$ cat config.mk
export PLATFORM = sky130hd
export DESIGN_NAME = regbus_master
export DESIGN_NICKNAME = d
export VERILOG_FILES = /design/src/rtl/rbm_pkg.sv /design/src/rtl/rbm_seq.sv /design/src/rtl/rbm_credit.sv /design/src/rtl/rbm_rsp.sv /design/src/rtl/regbus_master.sv
export SDC_FILE = /design/constraint.sdc
export NUM_CORES = 1
export LEC_CHECK = 0
export BUFFER_PORTS_ARGS = -buffer_cell sky130_fd_sc_hd__buf_2
export CAP_MARGIN = 20
export CORE_AREA = 3 3 82 122
export CTS_CLUSTER_DIAMETER = 100
export CTS_CLUSTER_SIZE = 24
export DETAILED_ROUTE_END_ITERATION = 6
export DIE_AREA = 0 0 85 125
export REMOVE_ABC_BUFFERS = 1
export SYNTH_ARGS = -nofsm -noshare
export SYNTH_HDL_FRONTEND = slang
export SYNTH_SLANG_ARGS = --single-unit
$ cat constraint.sdc
create_clock -name clk -period 2.5 [get_ports clk]
set_input_delay 0.25 -clock clk [delete_from_list [all_inputs] [get_ports clk]]
set_output_delay 0.25 -clock clk [all_outputs]
set_load 0.005 [all_outputs]
$ cat src/rtl/rbm_pkg.sv
package rbm_pkg;

  typedef enum logic [1:0] {
    KIND_IDLE = 2'd0,
    KIND_RD   = 2'd1,
    KIND_WR   = 2'd2
  } beat_kind_t;

  // selects which transfer, if any, a cycle carries
  function automatic beat_kind_t pick_kind(input logic busy, input logic is_wr,
                                           input logic wdat_ok, input logic credit_ok);
    if (!busy)        return KIND_IDLE;
    else if (is_wr)   return wdat_ok   ? KIND_WR : KIND_IDLE;
    else              return credit_ok ? KIND_RD : KIND_IDLE;
  endfunction

endpackage

$ cat src/rtl/rbm_seq.sv
module rbm_seq
  import rbm_pkg::*;
#(
  parameter int AW = 16,
  parameter int LW = 8
) (
  input  logic          clk,
  input  logic          rst_n,
  input  logic          cmd_valid,
  output logic          cmd_ready,
  input  logic          cmd_write,
  input  logic [AW-1:0] cmd_addr,
  input  logic [LW-1:0] cmd_len,
  input  logic          wr_valid,
  output logic          wr_ready,
  input  logic          credit_ok,
  output logic          bus_rd,
  output logic          bus_wr,
  output logic [AW-1:0] bus_addr,
  output logic          burst_done
);

  localparam logic [AW-1:0] ADDR_STEP = AW'(1);
  localparam logic [LW-1:0] LEN_STEP  = LW'(1);

  function automatic logic [AW-1:0] step_addr(input logic [AW-1:0] a);
    return a + ADDR_STEP;
  endfunction

  logic          busy, is_wr;
  logic [AW-1:0] cur_addr;
  logic [LW-1:0] rem;
  beat_kind_t    kind;
  logic          accept, beat, last_beat;

  assign kind       = pick_kind(busy, is_wr, wr_valid, credit_ok);
  assign cmd_ready  = !busy;
  assign accept     = cmd_valid && !busy;
  assign wr_ready   = busy && is_wr;
  assign bus_rd     = (kind == KIND_RD);
  assign bus_wr     = (kind == KIND_WR);
  assign bus_addr   = cur_addr;
  assign beat       = bus_rd || bus_wr;
  assign last_beat  = (rem == '0);
  assign burst_done = beat && last_beat;

  always_ff @(posedge clk) begin
    if (!rst_n) begin
      busy     <= 1'b0;
      is_wr    <= 1'b0;
      cur_addr <= '0;
      rem      <= '0;
    end else if (accept) begin
      busy     <= 1'b1;
      is_wr    <= cmd_write;
      cur_addr <= cmd_addr;
      rem      <= cmd_len;
    end else if (beat) begin
      cur_addr <= step_addr(cur_addr);
      rem      <= rem - LEN_STEP;
      if (last_beat) busy <= 1'b0;
    end
  end

  AST_ONE_XFER: assert property (@(posedge clk) disable iff (!rst_n) !(bus_rd && bus_wr));
  AST_ADDR_STEP: assert property (@(posedge clk) disable iff (!rst_n)
    (beat && !last_beat) |=> (bus_addr == $past(bus_addr) + ADDR_STEP));
  AST_WR_HOLD: assert property (@(posedge clk) disable iff (!rst_n)
    (wr_ready && !wr_valid) |=> $stable(bus_addr));
  AST_READY_BACK: assert property (@(posedge clk) disable iff (!rst_n)
    burst_done |=> cmd_ready);

endmodule

$ cat src/rtl/rbm_credit.sv
module rbm_credit #(
  parameter int MAX_OUT = 16
) (
  input  logic clk,
  input  logic rst_n,
  input  logic rd_issue,
  input  logic rd_ret,
  output logic credit_ok
);

  localparam int CW = $clog2(MAX_OUT + 1);
  localparam logic [CW-1:0] FULL = CW'(MAX_OUT);

  function automatic logic [CW-1:0] next_count(input logic [CW-1:0] c,
                                               input logic up, input logic dn);
    logic [CW-1:0] r;
    r = c;
    if (up && !dn)      r = c + CW'(1);
    else if (dn && !up) r = c - CW'(1);
    return r;
  endfunction

  logic [CW-1:0] inflight;

  assign credit_ok = (inflight < FULL);

  always_ff @(posedge clk) begin
    if (!rst_n) inflight <= '0;
    else        inflight <= next_count(inflight, rd_issue, rd_ret);
  end

  AST_NO_OVERFLOW: assert property (@(posedge clk) disable iff (!rst_n) inflight <= FULL);
  AST_FULL_STALL: assert property (@(posedge clk) disable iff (!rst_n)
    (inflight == FULL && !rd_ret) |=> !rd_issue || (inflight < FULL));

endmodule

$ cat src/rtl/rbm_rsp.sv
module rbm_rsp #(
  parameter int DW = 32
) (
  input  logic          clk,
  input  logic          rst_n,
  input  logic          in_valid,
  input  logic [DW-1:0] in_data,
  output logic          out_valid,
  output logic [DW-1:0] out_data
);

  always_ff @(posedge clk) begin
    if (!rst_n) begin
      out_valid <= 1'b0;
      out_data  <= '0;
    end else begin
      out_valid <= in_valid;
      if (in_valid) out_data <= in_data;
    end
  end

  AST_RSP_NEXT: assert property (@(posedge clk) disable iff (!rst_n)
    in_valid |=> (out_valid && out_data == $past(in_data)));

endmodule

$ cat src/rtl/regbus_master.sv
module regbus_master #(
  parameter int AW      = 16,
  parameter int LW      = 8,
  parameter int DW      = 32,
  parameter int MAX_OUT = 16
) (
  input  logic          clk,
  input  logic          rst_n,
  input  logic          cmd_valid,
  output logic          cmd_ready,
  input  logic          cmd_write,
  input  logic [AW-1:0] cmd_addr,
  input  logic [LW-1:0] cmd_len,
  input  logic          wr_valid,
  output logic          wr_ready,
  input  logic [DW-1:0] wr_data,
  output logic          rsp_valid,
  output logic [DW-1:0] rsp_data,
  output logic          bus_rd,
  output logic          bus_wr,
  output logic [AW-1:0] bus_addr,
  output logic [DW-1:0] bus_wdata,
  input  logic          bus_rvalid,
  input  logic [DW-1:0] bus_rdata
);

  logic credit_ok;
  logic burst_done;

  assign bus_wdata = wr_data;

  rbm_seq #(.AW(AW), .LW(LW)) u_seq (
    .clk(clk), .rst_n(rst_n),
    .cmd_valid(cmd_valid), .cmd_ready(cmd_ready), .cmd_write(cmd_write),
    .cmd_addr(cmd_addr), .cmd_len(cmd_len),
    .wr_valid(wr_valid), .wr_ready(wr_ready), .credit_ok(credit_ok),
    .bus_rd(bus_rd), .bus_wr(bus_wr), .bus_addr(bus_addr),
    .burst_done(burst_done)
  );

  rbm_credit #(.MAX_OUT(MAX_OUT)) u_credit (
    .clk(clk), .rst_n(rst_n),
    .rd_issue(bus_rd), .rd_ret(bus_rvalid), .credit_ok(credit_ok)
  );

  rbm_rsp #(.DW(DW)) u_rsp (
    .clk(clk), .rst_n(rst_n),
    .in_valid(bus_rvalid), .in_data(bus_rdata),
    .out_valid(rsp_valid), .out_data(rsp_data)
  );

  AST_BUSY_BLOCKS: assert property (@(posedge clk) disable iff (!rst_n)
    (bus_rd || bus_wr) && !burst_done |=> !cmd_ready);

endmodule

==> flow_metrics.tcl <==
set metrics [dict create \
    cts_buffer_depth 2 \
    finalMaxSlewViolations 0 \
    die-area_um2 10600 \
    crit_fanout 6 \
    coreArea_um2 8990 \
    avgSynthCellArea_um2 8.99 \
    async_reset_ff_frac 0 \
    hp-class "input port to register" \
    ant_nets 0 \
    switchingPower_uw 801 \
    drive_above_1_share 0.346 \
    cts_buffers 9 \
    synth_edf_count 0 \
    rows 42 \
    yosys.area.top_type "dfxtp_1" \
    fin_crit_sh 0.943 \
    area_growth_syn_to_layout_pct 24.2 \
    cp.required_ns 2.76 \
    insertion_delay_ns 0.32 \
    critical_path.endpoint_type "register" \
    place_congestion 0.796 \
    critPathBufInv 3 \
    crit_chain "inv_1 > or3_1 > inv_1 > ha_1 > ha_1 > inv_2 > fa_2 > nand3_1 > a211oi_2 > a31oi_1 > mux2i_1" \
    fin_cells 544 \
    leakage_uw 0.00184 \
    fmax_ghz 0.424 \
    die_h_um 125 \
    vias 2655 \
    drt_iter0_drc 50 \
    initial_core_util 0.348 \
    p_comb_frac 0.198 \
    p_clk_frac 0.397 \
    setup_violations 0 \
    vdd_ir_drop_max_mv 0.337 \
    post_drt_wl_per_cell_um 15.2 \
    placed_area_um2 3560 \
    grt_use_total 0.154 \
    die_w_um 85 \
    stdcell_area_um2 3880 \
    cts-root-buf "clkbuf_16" \
    cts.sinks 64 \
    routed_wl_um 8280 \
    crit_slowest_cell "or3_1" \
    swShare 0.265 \
    yosys.area.top_type_share 0.409 \
    nets 533 \
    dp_cells 528 \
    critPathKind "register to register" \
    fin_skew_ns 0.00595 \
    synth_flop_cell "dfxtp_1" \
    yosysMostFrequentCell "dfxtp_1" \
    clkSlewWorstSetupHoldPaths_ns 0.05 \
    rsz0062_at_grt "no" \
    cap_violations 0 \
    worst_ep_arrival_time_ns 2.61 \
    tightest_slew_ns 0.835 \
    slew_headroom 0.443 \
    portBuffers 114 \
    grt_pass1_vias 2716 \
    pwr-share-seq 0.406 \
    synth_area_um2 3130 \
    antenna_cells 0 \
    utilization 0.432 \
    grt_first_pass_wirelength_um 12900 \
    io_pins 179 \
    ys_types 39 \
    holdWs_ns 0.161 \
    ys_warn_count 0 \
    cts_tree "done" \
    synth_seq_cells 64 \
    post-dp-hpwl_um 6420 \
    firstDrtPassIters 4 \
    max_stage_delay_ns 0.37 \
    avgViaCountPerCell 4.88 \
    crit_family "adder cells" \
    tns_ns 0 \
    syn-instance-count 348 \
    power_density_nw_per_um2 778 \
    hold_viol 0 \
    htree_levels 3 \
    yosysSeqAreaShare 0.409 \
    p_int_uw 2220 \
    postCtsHoldBufs 0 \
    synth.area.top_cells "dfxtp_1, mux2i_1, buf_4, nor2_1, xnor2_1" \
    antenna_found_initial 0 \
    worstSetupStartpointType "register" \
    drc 0 \
    status "complete, no violations" \
    grt_max_degree 33 \
    synthTopCellsByCount "dfxtp_1, nor2_1, mux2i_1" \
    fin_crit_ns 2.36 \
    overflow 0 \
]
final cells by class:
cell class              count  area, um2
clock buffers              11        243
clock inverters             4       45.0
fillers                   909       5100
inverters                  12       45.0
multi-input cells         221       1500
flip-flops and latches     64       1280
well taps                 110        138
repair buffers            122        631
power by group through the flow:
stage / sequential (uW) / clock, uW / combinational (uW)
floorplan: 1230 / 0 / 354
global placement: 1240 / 0 / 542
detailed placement: 1240 / 0 / 568
CTS: 1220 / 1240 / 577
global route: 1240 / 1290 / 675
finish: 1230 / 1200 / 597
kinds of logic (layout without fill, tap and decap cells):
group,count (synthesis),count (layout),share of synthesized area
compound gates,46,46,0.0832
xor+xnor,18,18,0.0504
fa+ha+maj,9,9,0.0384
buf+inv,63,149,0.118
flops,64,64,0.409
mux,36,36,0.115
simple gates,112,112,0.185
worst reg2reg max path, delay by kind of cell (launching register included):
kind                       cells  cell delay [ns]
muxes                          1             0.20
and+or+nand+nor                2             0.50
AOI/OAI and AO/OA              2             0.31
buffers and inverters          3             0.21
DFF                            1             0.36
adders and majority gates      3             0.72
cell usage in the layout, fill, tap and decap left out, types with 3 or more instances in the layout:
cell type | netlist | routed
nand2_1 | 18 | 18
and3_1 | 5 | 5
a211oi_1 | 6 | 5
ha_1 | 8 | 7
xor2_1 | 3 | 3
clkbuf_16 | 0 | 9
buf_2 | 5 | 114
nand3_1 | 4 | 4
nor4_1 | 5 | 5
nor4_2 | 3 | 3
o21ai_0 | 17 | 17
inv_1 | 12 | 11
buf_4 | 32 | 8
nor2_1 | 50 | 50
mux2i_1 | 36 | 36
nand2b_1 | 3 | 3
xnor2_1 | 15 | 15
nor3_1 | 11 | 11
dfxtp_1 | 64 | 63
clkinv_2 | 0 | 3
a21oi_1 | 17 | 16
final timing paths:
check / slack (ns) / to / start / cells after the start
worst max-delay path: 0.14 / u_credit.inflight[4] / u_seq.busy / 11
worst min-delay path: 0.16 / u_rsp.out_data[2] / bus_rdata[2] / 3
worst max register to register: 0.14 / u_credit.inflight[4] / u_seq.busy / 11
worst min register to register: 0.47 / u_credit.inflight[4] / u_credit.inflight[4] / 2
sequential cells by signal (all words and copies together), names as in the netlist:
register and flops:
u_seq.bus_addr 16, u_rsp.out_data 32, u_seq.busy 1, u_credit.inflight 5
u_rsp.out_valid 1, u_seq.is_wr 1, u_seq.rem 8
metrics by stage:
stage | total power (uW) | worst slack (ns)
6_report | 3020 | 0.143
3_5_place_dp | 1810 | 0.00324
5_1_grt | 3200 | 0.0399
3_3_place_gp | 1780 | 0.190
2_1_floorplan | 1590 | 0.216
4_1_cts | 3040 | 0.0323
per-layer routing:
layer | vias up | track usage | share of wire
li1 | 1313 | - | -
met1 | 1167 | 0.182 | 0.40
met2 | 155 | 0.228 | 0.44
met3 | 20 | 0.0770 | 0.13
met4 | 0 | 0.0764 | 0.026
met5 | - | 0.0191 | 0
timing repair:
item / CTS / global route
pin swaps: 0 / 1
endpoints found under the setup margin: 1 / 2
gates resized for setup: 1 / 5
buffers inserted: 0 / 1
Note: power is estimated with default switching activity, not from simulation.
